### config.mk
export PLATFORM = sky130hd
export DESIGN_NAME = imu_byte_streamer
export DESIGN_NICKNAME = d
export VERILOG_FILES = /design/src/rtl/imu_byte_streamer.sv
export SDC_FILE = /design/constraint.sdc
export NUM_CORES = 1
export LEC_CHECK = 0
export ABC_AREA = 1
export BUFFER_PORTS_ARGS = -buffer_cell sky130_fd_sc_hd__buf_2
export CORE_ASPECT_RATIO = 2
export CORE_MARGIN = 5
export CORE_UTILIZATION = 55
export CTS_CLUSTER_DIAMETER = 40
export DETAILED_ROUTE_END_ITERATION = 16
export PLACE_DENSITY_LB_ADDON = 0.3
export SLEW_MARGIN = 20
export SYNTH_ARGS = -nofsm -noshare
export SYNTH_HDL_FRONTEND = slang
export SYNTH_SLANG_ARGS = --single-unit
### constraint.sdc
create_clock -name clk -period 1.82 [get_ports clk]
set_clock_uncertainty 0.05 [all_clocks]
set_input_delay 0.091 -clock clk [delete_from_list [all_inputs] [get_ports clk]]
set_output_delay 0.091 -clock clk [all_outputs]
set_load 0.005 [all_outputs]
### src/rtl/imu_byte_streamer.sv
module imu_byte_streamer #(
  parameter int WORD_W  = 16,
  parameter int N_WORDS = 7,
  parameter int LEN_W   = 8
) (
  input  logic                      clk,
  input  logic                      rst_n,
  input  logic                      cursor_clear,
  input  logic                      offset_mode,
  input  logic                      rd_start,
  input  logic [LEN_W-1:0]          rd_len,
  output logic                      rd_done,
  output logic [LEN_W-1:0]          rd_count,
  output logic                      smp_req,
  input  logic                      smp_ack,
  input  logic [N_WORDS*WORD_W-1:0] smp_data,
  output logic [7:0]                out_byte,
  output logic                      out_valid,
  input  logic                      out_ready
);
  localparam int SNAP_W = N_WORDS * WORD_W;
  localparam int NB     = SNAP_W / 8;
  localparam int CUR_W  = $clog2(NB);
  localparam logic [CUR_W-1:0] LAST_IDX = CUR_W'(NB - 1);
  localparam logic [WORD_W-1:0] BIAS = {1'b1, {(WORD_W-1){1'b0}}};

  typedef enum logic [1:0] {S_IDLE, S_FETCH, S_SEND} state_t;

  state_t             state;
  logic [SNAP_W-1:0]  snap, conv;
  logic [CUR_W-1:0]   cursor;
  logic [LEN_W-1:0]   remain, sent;
  logic               fire, last;

  always_comb begin
    for (int w = 0; w < N_WORDS; w++)
      conv[w*WORD_W +: WORD_W] = smp_data[w*WORD_W +: WORD_W] + (offset_mode ? BIAS : '0);
  end

  assign smp_req   = (state == S_FETCH);
  assign out_valid = (state == S_SEND);
  assign out_byte  = snap[SNAP_W-1-8*int'(cursor) -: 8];
  assign fire      = out_valid && out_ready;
  assign last      = (remain == LEN_W'(1)) || (cursor == LAST_IDX);

  always_ff @(posedge clk) begin
    if (!rst_n) begin
      state    <= S_IDLE;
      snap     <= '0;
      remain   <= '0;
      sent     <= '0;
      rd_done  <= 1'b0;
      rd_count <= '0;
    end else begin
      rd_done <= 1'b0;
      case (state)
        S_IDLE:
          if (rd_start) begin
            if (rd_len == '0) begin
              rd_done  <= 1'b1;
              rd_count <= '0;
            end else begin
              remain <= rd_len;
              sent   <= '0;
              state  <= (cursor == '0) ? S_FETCH : S_SEND;
            end
          end
        S_FETCH:
          if (smp_ack) begin
            snap  <= conv;
            state <= S_SEND;
          end
        S_SEND:
          if (out_ready) begin
            sent   <= sent + 1'b1;
            remain <= remain - 1'b1;
            if (last) begin
              state    <= S_IDLE;
              rd_done  <= 1'b1;
              rd_count <= sent + 1'b1;
            end
          end
        default: state <= S_IDLE;
      endcase
    end
  end

  always_ff @(posedge clk) begin
    if (!rst_n)            cursor <= '0;
    else if (cursor_clear) cursor <= '0;
    else if (fire)         cursor <= (cursor == LAST_IDX) ? '0 : cursor + 1'b1;
  end

  AST_NO_VALID_IN_FETCH: assert property (@(posedge clk) disable iff (!rst_n)
    smp_req |-> !out_valid);
  AST_REQ_HELD: assert property (@(posedge clk) disable iff (!rst_n)
    smp_req && !smp_ack |=> smp_req);
  AST_REQ_AT_ZERO: assert property (@(posedge clk) disable iff (!rst_n)
    smp_req |-> cursor == '0);
  AST_CURSOR_RANGE: assert property (@(posedge clk) disable iff (!rst_n)
    cursor <= LAST_IDX);
  AST_BYTE_HOLD: assert property (@(posedge clk) disable iff (!rst_n)
    out_valid && !out_ready && !cursor_clear |=> out_valid && $stable(out_byte));
  AST_COUNT_LIMIT: assert property (@(posedge clk) disable iff (!rst_n)
    rd_done |-> rd_count <= LEN_W'(NB));
  AST_DONE_PULSE: assert property (@(posedge clk) disable iff (!rst_n)
    rd_done |=> !rd_done);
endmodule

==> results.cfg <==
[global_routing]
grt_use_met3 = 0.0624
grt_antenna_before_repair = 0
busiest_layer = met2
grt_pass1_wl_um = 40000
grtUsageTotal = 0.349
grt_pass1_vias = 8092
grt_use_met1 = 0.356
grtUsageMet2 = 0.619
grt_max_degree = 71
overflow = 0

[finish]
nFillCells = 780
drive_gt1_frac = 0.232
fin_util = 0.820
final_nets = 1369
area_growth_pct = 46.3

[setup_path]
crit_arrival_ps = 1970
critPathLaunchType = register
worstSetupPathType = reg2out
reg2regPathDepth = 11
regToRegEndpoint = rd_count[3]
reg2reg_setup_slack_ps = 180
startpoint = cursor[1]
worst-path-max-fanout = 5
crit_required_ps = 1680
end_kind = output port
timing.rr.start = cursor[1]

[sta]
fmax_ghz = 0.474
finalHoldViolCount = 0
timing.final.ws_setup_ps = -290
setup_viol = 8
slew_violations = 0
period_share = 1.16
rsz0062_at_grt = yes
max_slew_margin = 0.681
min_period_ps = 2110
tightestPinTransition_ps = 475

[detailed_routing]
via_per_inst = 5.84
drt_first_pass_iters = 6
drt_drc_violations_left = 0
ant_nets = 0
wire_per_inst_um = 18.7
drt_iter0_markers = 727
num_vias = 8153
wl_um = 26100

[synth]
avgSynthCellArea_um2 = 6.93
yosysUniqueCellTypes = 32
yosysWarnings = 0
synthesis.nets = 1113
yosysTopAreaCellShare = 0.421
synth_edf_count = 0
async_flop_share = 0
synth_area_leaders = dfxtp_1 (42%), a21oi_1 (12%), nand2_1 (10%)
synthCells = 981
ys_seq_area_frac = 0.421
yosysTopAreaCell = dfxtp_1
synth_top_flop_cell = dfxtp_1
synth_seq_cells = 143
syn_area_um2 = 6800

[power_and_ir_drop]
p_clk_frac = 0.327
seqPwrFrac = 0.350
swShare = 0.356
p_int_uw = 7590
switchingPower_uw = 4200
p_leak_uw = 0.00413
ir_drop_mv = 1.17
p_comb_frac = 0.323
p_per_area_nw_per_um2 = 1190

[floorplan]
coreArea_um2 = 12100
start_util = 0.561
die_h_um = 167
ios = 146
die_area_um2 = 14800
fp.dieW_um = 88.6
fp-row-count = 57

[clocking]
clk-insertion-delay-late_ps = 430
h-tree-depth = 4
cts_tree = built
root_buffer = clkbuf_16
clock_sinks = 143
clkTransAtPathRegs_ps = 60
cts_buffer_depth = 2
cts_made_buffers = 17

[place]
place.gp.congestion = 0.967
hpwl_um = 15700
pre_cts_ws_ps = -26.1
portBuffers = 145

[run_status]
violations = setup timing
status = finished, violations left

[min_path]
hold_path_class = in2reg
holdPathEnd = remain[7]
hold_start = rd_len[7]
whs_path_depth = 5

[job]
cap_violations = 0
==> cell type report <==
cell class	instances	area (um^2)	area share
tap	147	184	0.0185
multi-input combinational	680	3510	0.353
antenna	1	2.50	0.000252
inverter	91	355	0.0357
clock buffer	18	429	0.0432
sequential	143	2870	0.289
clock inverter	13	211	0.0213
timing repair inverter	1	7.51	0.000755
timing repair buffer	303	2370	0.238
==> registers in the layout, indices dropped and copies added (netlist names) <==
| name | count |
|---|---|
| rd_count | 8 |
| snap | 112 |
| rd_done | 1 |
| sent | 8 |
| remain | 8 |
| cursor | 4 |
| state | 2 |
==> power by group through the flow <==
stage          sequential, uW  clock (uW)  combinational [uW]
2_1_floorplan            4050           0                2320
3_3_place_gp             4130           0                3260
3_5_place_dp             4150           0                3310
4_1_cts                  4100        3850                3610
5_1_grt                  4180        3990                4210
6_report                 4130        3850                3810
==> synthesized netlist by cell type, drive strengths merged, types with 3 or more instances <==
cell / instances
a21oi: 166
buf: 30
clkbuf: 37
dfxtp: 143
ha: 5
inv: 90
nand2: 191
nand3: 99
nand4: 5
nor2: 56
nor3: 3
o211ai: 7
o21ai: 123
o21bai: 4
xor2: 9
==> metrics by stage <==
stage / std cells / TNS, ps / total power, uW / hold WS, ps / cell area (um^2)
after global routing: 1396 / -2570 / 12400 / 14.2 / 9940
after CTS: 1394 / -1390 / 11600 / 7.86 / 9780
after floorplan: 981 / 0 / 6360 / 208 / 6800
after global placement: 1242 / -19.7 / 7390 / 318 / 7790
final: 1397 / -1970 / 11800 / 2.45 / 9950
after detailed placement: 1242 / -26.1 / 7470 / 322 / 7790
==> how the worst max path moves through the flow <==
stage	end	slack, ps
floorplan	out_byte[5]	100
global placement	out_byte[1]	-20
detailed placement	out_byte[1]	-30
CTS	out_byte[7]	-200
finish	out_byte[4]	-290
global route	out_byte[2]	-360
==> routing by layer <==
layer / share of wire / routed length [um]
met1: 0.33 / 8710
met3: 0.064 / 1680
met4: 0.084 / 2190
met2: 0.52 / 13500
met5: 0 / 0
==> critical path, stage by stage, from the launching register on <==
cell and delay, ps:
dfxtp_4 360, ha_4 330, inv_6 60, clkbuf_16 160, a21oi_1 110, o21ai_1 90, nand3_1 100, nand3_1 70
nand2_1 90, inv_1 40, buf_2 120
==> logic make-up (layout without fill, tap and decap cells) <==
group                    count (synthesis)  in the layout  synth area share
AND/OR/NAND/NOR                        358            358             0.226
AO/OA/AOI/OAI                          308            308             0.236
buffers and inverters                  158            426            0.0943
flip-flops                             143            143             0.421
XOR/XNOR                                 9              9            0.0127
adder cells (fa/ha/maj)                  5              5           0.00920
other                                    0              1                 0
==> layout by cell type, fill, tap and decap left out, types with 20 or more instances in the layout <==
cell type | netlist | routed
o21ai_1 | 0 | 20
inv_1 | 81 | 79
a21oi_1 | 161 | 150
dlygate4sd3_1 | 0 | 110
o21ai_0 | 123 | 95
nand2_1 | 183 | 177
nor2_1 | 53 | 49
nand3_1 | 99 | 98
buf_2 | 26 | 145
dfxtp_1 | 143 | 140
buf_4 | 2 | 31
==> timing repair <==
action	4_1_cts	5_1_grt
hold endpoints to repair	111	0
gates resized for setup	60	36
cloned	2	1
pin swaps	15	9
setup buffers	9	1
hold buffers	110	0
endpoints found under the setup margin	8	29
Power figures use the tool's default switching activity.
